File: src/rtl/lsr_pkg.sv
// Shared types for the latched shift register.
// Assumes nothing beyond IEEE 1800-2017.
package lsr_pkg;
    // Per-clock action taken by the shift chain.
    typedef enum logic [1:0] {
        OP_HOLD  = 2'd0,
        OP_SHIFT = 2'd1,
        OP_CLEAR = 2'd2
    } stage_op_e;
endpackage

File: src/rtl/lsr_edge_det.sv
// Rising-transition detector for N level strobes sampled on clk.
// Assumes the strobes are synchronous to clk. After reset the previous
// level reads high, so a strobe already high at reset does not fire.
module lsr_edge_det #(
    parameter int N = 2
) (
    input  logic         clk,
    input  logic         rst_n,
    input  logic [N-1:0] lvl,
    output logic [N-1:0] rise
);
    logic [N-1:0] prev_q;

    // Remember last sampled level of each strobe.
    always_ff @(posedge clk) begin
        if (!rst_n) prev_q <= '1;
        else        prev_q <= lvl;
    end

    // A rise is a high sample following a low one.
    always_comb rise = lvl & ~prev_q;
endmodule

File: src/rtl/lsr_shift_chain.sv
// W-stage shift chain. Serial data enters stage 0. Clear has priority
// over shift. Assumes shift_en is a single-cycle pulse.
module lsr_shift_chain
    import lsr_pkg::*;
#(
    parameter int W = 8
) (
    input  logic         clk,
    input  logic         rst_n,
    input  logic         clr_n,
    input  logic         shift_en,
    input  logic         ser_in,
    output logic [W-1:0] stages
);
    stage_op_e op;

    // Decode this cycle's action; clear wins over shift.
    always_comb begin
        if (!clr_n)        op = OP_CLEAR;
        else if (shift_en) op = OP_SHIFT;
        else               op = OP_HOLD;
    end

    for (genvar g = 0; g < W; g++) begin : g_stage
        logic src;
        if (g == 0) begin : g_head
            always_comb src = ser_in;
        end else begin : g_body
            always_comb src = stages[g-1];
        end

        // One flop per stage, loaded from its upstream neighbour.
        always_ff @(posedge clk) begin
            if (!rst_n) stages[g] <= 1'b0;
            else begin
                case (op)
                    OP_CLEAR: stages[g] <= 1'b0;
                    OP_SHIFT: stages[g] <= src;
                    default:  stages[g] <= stages[g];
                endcase
            end
        end
    end
endmodule

File: src/rtl/lsr_store_reg.sv
// Storage register that copies the shift chain on a load pulse.
// While the clear is asserted it loads zeros, because the chain is
// being emptied in that same cycle.
module lsr_store_reg #(
    parameter int W = 8
) (
    input  logic         clk,
    input  logic         rst_n,
    input  logic         load,
    input  logic         clr_n,
    input  logic [W-1:0] stages,
    output logic [W-1:0] store_q
);
    logic [W-1:0] load_val;

    // Value seen by the storage register if it loads now.
    always_comb load_val = clr_n ? stages : '0;

    // Capture on load, otherwise hold.
    always_ff @(posedge clk) begin
        if (!rst_n)    store_q <= '0;
        else if (load) store_q <= load_val;
    end
endmodule

File: src/rtl/lsr_out_drv.sv
// Parallel output stage. It gives per-bit drive enables for the pad
// ring and parks the data at zero while disabled. Purely combinational.
module lsr_out_drv #(
    parameter int W = 8
) (
    input  logic         oe_n,
    input  logic [W-1:0] store_q,
    output logic [W-1:0] par_q,
    output logic [W-1:0] par_en
);
    for (genvar g = 0; g < W; g++) begin : g_bit
        // Gate one output bit by the enable.
        always_comb begin
            par_en[g] = ~oe_n;
            par_q[g]  = store_q[g] & ~oe_n;
        end
    end
endmodule

File: src/rtl/ser_latch_sreg.sv
// Top level: serial-in shift chain, storage register and parallel
// output stage, with a cascade tap. All inputs are assumed to be
// synchronous to clk. Strobes act on their low-to-high transitions.
module ser_latch_sreg #(
    parameter int W = 8
) (
    input  logic         clk,
    input  logic         rst_n,
    input  logic         ser_in,
    input  logic         shift_clk,
    input  logic         store_clk,
    input  logic         clr_n,
    input  logic         oe_n,
    output logic [W-1:0] par_q,
    output logic [W-1:0] par_en,
    output logic         casc_out
);
    localparam int NSTROBE = 2;

    logic [NSTROBE-1:0] strobe_rise;
    logic               shift_rise;
    logic               store_rise;
    logic [W-1:0]       stages;
    logic [W-1:0]       store_q;

    lsr_edge_det #(.N(NSTROBE)) u_edge (
        .clk   (clk),
        .rst_n (rst_n),
        .lvl   ({store_clk, shift_clk}),
        .rise  (strobe_rise)
    );

    // Split the detected rises.
    always_comb begin
        shift_rise = strobe_rise[0];
        store_rise = strobe_rise[1];
    end

    lsr_shift_chain #(.W(W)) u_chain (
        .clk      (clk),
        .rst_n    (rst_n),
        .clr_n    (clr_n),
        .shift_en (shift_rise),
        .ser_in   (ser_in),
        .stages   (stages)
    );

    lsr_store_reg #(.W(W)) u_store (
        .clk     (clk),
        .rst_n   (rst_n),
        .load    (store_rise),
        .clr_n   (clr_n),
        .stages  (stages),
        .store_q (store_q)
    );

    lsr_out_drv #(.W(W)) u_out (
        .oe_n    (oe_n),
        .store_q (store_q),
        .par_q   (par_q),
        .par_en  (par_en)
    );

    // Cascade tap, forced low at once while clearing.
    always_comb casc_out = stages[W-1] & clr_n;
endmodule

File: config.mk
export PLATFORM = sky130hd
export DESIGN_NAME = ser_latch_sreg
export DESIGN_NICKNAME = d
export VERILOG_FILES = /design/src/rtl/lsr_pkg.sv /design/src/rtl/lsr_edge_det.sv /design/src/rtl/lsr_shift_chain.sv /design/src/rtl/lsr_store_reg.sv /design/src/rtl/lsr_out_drv.sv /design/src/rtl/ser_latch_sreg.sv
export SDC_FILE = /design/constraint.sdc
export NUM_CORES = 1
export LEC_CHECK = 0
export BUFFER_PORTS_ARGS = -buffer_cell sky130_fd_sc_hd__buf_4
export CAP_MARGIN = 0
export CELL_PAD_IN_SITES_DETAIL_PLACEMENT = 0
export CELL_PAD_IN_SITES_GLOBAL_PLACEMENT = 1
export CORE_MARGIN = 2
export CORE_UTILIZATION = 36
export DETAILED_ROUTE_END_ITERATION = 16
export HOLD_SLACK_MARGIN = 0.15
export PLACE_DENSITY = 0.86
export RECOVER_POWER = 50
export SLEW_MARGIN = 20
export SYNTH_ARGS = -nofsm -noshare
export SYNTH_HDL_FRONTEND = slang
export SYNTH_SLANG_ARGS = --single-unit
File: constraint.sdc
create_clock -name clk -period 1 [get_ports clk]
set_clock_uncertainty 0.1 [all_clocks]
set_input_delay 0.2 -clock clk [delete_from_list [all_inputs] [get_ports clk]]
set_output_delay 0.2 -clock clk [all_outputs]
set_load 0.05 [all_outputs]
Word-level counts from Yosys, hierarchy flattened --
Index checks and enable logic that the tools add are counted.
Operators by class: muxes and demuxes 11, reductions and logical operators 1, equality and inequality tests 2, bitwise operators 12
Operators by type and width (number):
- $pmux 1 s2 | 8
- $and 1x1->1 | 9
- $mux 8 | 1
- $and 2x2->2 | 1
- $eq 2x1->1 const B | 1
- $eq 2x2->1 const B | 1
- $mux 2 | 1
- $not 2->2 | 1
- $reduce_bool 2->1 | 1
- $mux 1 | 1
- $not 1->1 | 1
Word-level totals: word-level logic and storage cells 36, register bits 18

Logic depth before layout (Yosys ltp) --
depth after elaboration 6, mapped depth 4, gate-level depth less buffers 3

Hierarchy --
A second synthesis with hierarchy kept.
Second synthesis, totals: cell total of the unflattened synthesis 91, area, all modules 864.6 µm²
By module, submodules not included:
- lsr_shift_chain | instances 1, area each 337.8 µm², cells an instance 33
- lsr_store_reg | instances 1, area each 334.1 µm², cells an instance 35
- lsr_out_drv | instances 1, area each 106.4 µm², cells an instance 16
- lsr_edge_det | instances 1, area each 80.1 µm², cells an instance 6
- ser_latch_sreg | instances 1, area each 6.3 µm², cells an instance 1

Worst setup path before layout --
OpenSTA, ideal clock, no wires.
kind reg-to-output, start register u_store.store_q[0], end output par_q[0], arrival time 1.018 ns, setup slack -0.318 ns, buffers on the path 0, stages on the path, launching flop included 2, cell sequence dfxtp_1 nor2b_1
Between the ends: longest elaborated chain between the ends 1
Ends and longest elaborated chain:
- start: declaration | line lsr_store_reg.sv:12 | output logic [W-1:0] store_q
- start signal: assignment | line lsr_store_reg.sv:22 | else if (load) store_q <= load_val;
- $and 1x1->1 | line lsr_out_drv.sv:15 | par_q[g] = store_q[g] & ~oe_n;
- end: declaration | line ser_latch_sreg.sv:14 | output logic [W-1:0] par_q,
No other way between the ends.

Worst setup path after layout --
start register u_store.store_q[3], end output par_q[3]
Same word-level chain as after synthesis.

==> results.toml <==
[final_layout]
fillers = 194
fin_area_um2 = 1370
post-route-util_pct = 62.5
num_antenna_cells = 0
nNetsFinal = 131
regArea_um2 = 374
areaGrowthSynthToFinish_pct = 65.8
final_cells = 150
multi_input_area_um2 = 503
drive_gt1_share_pct = 68.0

[outcome]
status = "finished with violations"
violations = "negative setup slack"

[power]
p_leak_uw = 0.000482
powerDensity_nw_per_um2 = 971
irDropWorstVdd_uv = 793

[logic_synthesis]
synth-compound-area-share_pct = 15.8
muxShareOfSynthArea_pct = 0
synth-edff-count = 0
synth_top_family_by_area = "simple AND/OR/NAND/NOR gates"
ys.flop_type = "dfxtp_1"
synthAdderAreaFrac_pct = 0
syn_inst = 96
ys_ff_latch = 18
synth_warnings = 0
synthSimpleGateAreaFrac_pct = 28.6
synthesis.area_um2 = 826
synth.area.top_cells = "dfxtp_1 44%, nand2_1 12%, a21boi_2 11%, buf_4 9.1%, nor2b_1 6.8%"
yosys.area.top_type = "dfxtp_1"
synthTopCellsByCount = "26 x nand2_1, 18 x dfxtp_1, 10 x buf_4"
synth_top_area_share_pct = 43.6
synth_xor_area_share_pct = 0
syn_nets = 103
synth_area_per_cell_um2 = 8.60
ys_seq_area_share_pct = 43.6
async_flop_share_pct = 0
ys_types = 15
post-synth-top-count-cell = "nand2_1"

[route]
via_per_inst = 4.66
postRouteAntennaNets = 0
num_vias = 699
drt_iter0_drc = 4
wl_per_cell_um = 12.3
first_pass_iters = 4
drc = 0
wirelength_um = 1840

[cts]
clockBufferDepth = 2
h-tree-depth = 1
clk_latency_ns = 0.29
cts_tree = "yes"
cts.sinks = 18
cts_buffers = 3
clkTransAtPathRegs_ns = 0.10
root_buffer = "clkbuf_4"

[timing]
period_share_pct = 123
setup_viol = 24
worst_slack_ns = -0.226
hold_viol = 0
rsz0062_at_grt = "yes"
worst_slew_pin_slew_ns = 0.351
finalCriticalPeriod_ns = 1.23
finalMaxSlewViolations = 0
fmax_ghz = 0.815
maxSlewHeadroom_pct = 76.6

[place]
place_area_um2 = 1010
routabilityCongestion = 0.754
io_buffers = 23
dp_cells = 136
dp_hpwl_um = 1150

[grt]
gr-total-overflow = 0
grt_usage_pct = 14.4
grt_first_pass_wirelength_um = 2900
grt_pass1_vias = 679
grt_max_degree = 11
antenna_found_initial = 0

[floorplanning]
fp-row-count = 17
io_pins = 24
dieArea_um2 = 2690
core-area_um2 = 2190
initial_core_util_pct = 37.7
die_w_um = 51.9
die_h_um = 51.9

[job]
cap_violations = 0

[worst_setup_path]
arrival_ns = 0.93
start_kind = "flip-flop"
worst-path-max-fanout = 2
end_kind = "output pin"
worstPathRequired_ns = 0.70
path_class = "reg2out"

[min_path]
hp-class = "in2reg"
[sequential cells by signal (all words and copies together) (netlist names)]
name,count
u_chain.stages,1
u_edge.prev_q,2
u_chain.g_stage.src,7
u_store.store_q,8
[critical path, cell delays in order, from the launching register on]
cell and delay [ns]:
dfxtp_2 0.34, nor2b_4 0.15, buf_8 0.15
[cells by family after synthesis]
family,count (synthesis)
and+or+nand+nor,48
AOI/OAI and AO/OA,16
buffers and inverters,14
DFF,18
[placed cells by master (no fill, tap or decap), drive strengths merged]
master       Yosys  layout
buf             12      30
nand2           26      26
dfxtp           18      18
nor2b           10      10
a21boi           8       8
a21oi            8       8
nand3            7       7
dlygate4sd3      0       5
nand2b           4       4
clkbuf           1       3
and2             1       1
clkinvlp         0       1
bufbuf           0       1
[area by class of cell]
cell class / count / area share [%]
Clock buffer: 3 / 1.65
Sequential cell: 18 / 27.3
Multi-Input combinational cell: 64 / 36.7
Inverter: 1 / 0.548
Tap cell: 28 / 2.56
Timing Repair Buffer: 36 / 31.2
[path summary, 6_finish.rpt]
path	from	to	slack [ns]	cells after the start
hold / removal	store_clk	u_store.store_q[2]	0.18	4
setup / recovery	u_store.store_q[3]	par_q[3]	-0.23	2
hold reg to reg	u_store.store_q[5]	u_store.store_q[5]	0.38	2
setup reg to reg	u_edge.prev_q[1]	u_store.store_q[3]	-0.02	3
[what timing repair did]
item,4_1_cts,5_1_grt
buffers inserted,3,2
gates cloned,1,0
hold endpoints to repair,11,6
hold buffers,4,2
resized for setup,38,20
pin swaps,0,19
endpoints found under the setup margin,26,34
[per-stage QoR]
stage / setup slack, ns / hold slack [ns] / TNS (ns) / power, uW
after global placement: -0.145 / 0.300 / -1.33 / 915
after floorplan: -0.0653 / 0.201 / -0.521 / 877
after global routing: -0.268 / 0.177 / -3.62 / 1380
after detailed placement: -0.167 / 0.309 / -1.82 / 917
final: -0.226 / 0.176 / -2.45 / 1330
after CTS: -0.234 / 0.195 / -3.06 / 1320
[routing by layer]
| metal | wire length, um | track usage [%] | vias up |
|---|---|---|---|
| met5 | 0 | 0 | - |
| met4 | 0 | 6.58 | 0 |
| met3 | 65 | 2.01 | 0 |
| met2 | 975 | 25.3 | 20 |
| met1 | 801 | 17.2 | 329 |
| li1 | - | - | 350 |
[where the power goes]
group | switching [uW] | internal (uW) | total (uW)
Sequential | 3.76 | 722 | 725
Combinational | 139 | 121 | 260
Clock | 205 | 140 | 345
Total | 347 | 982 | 1330
Power figures use the tool's default switching activity.
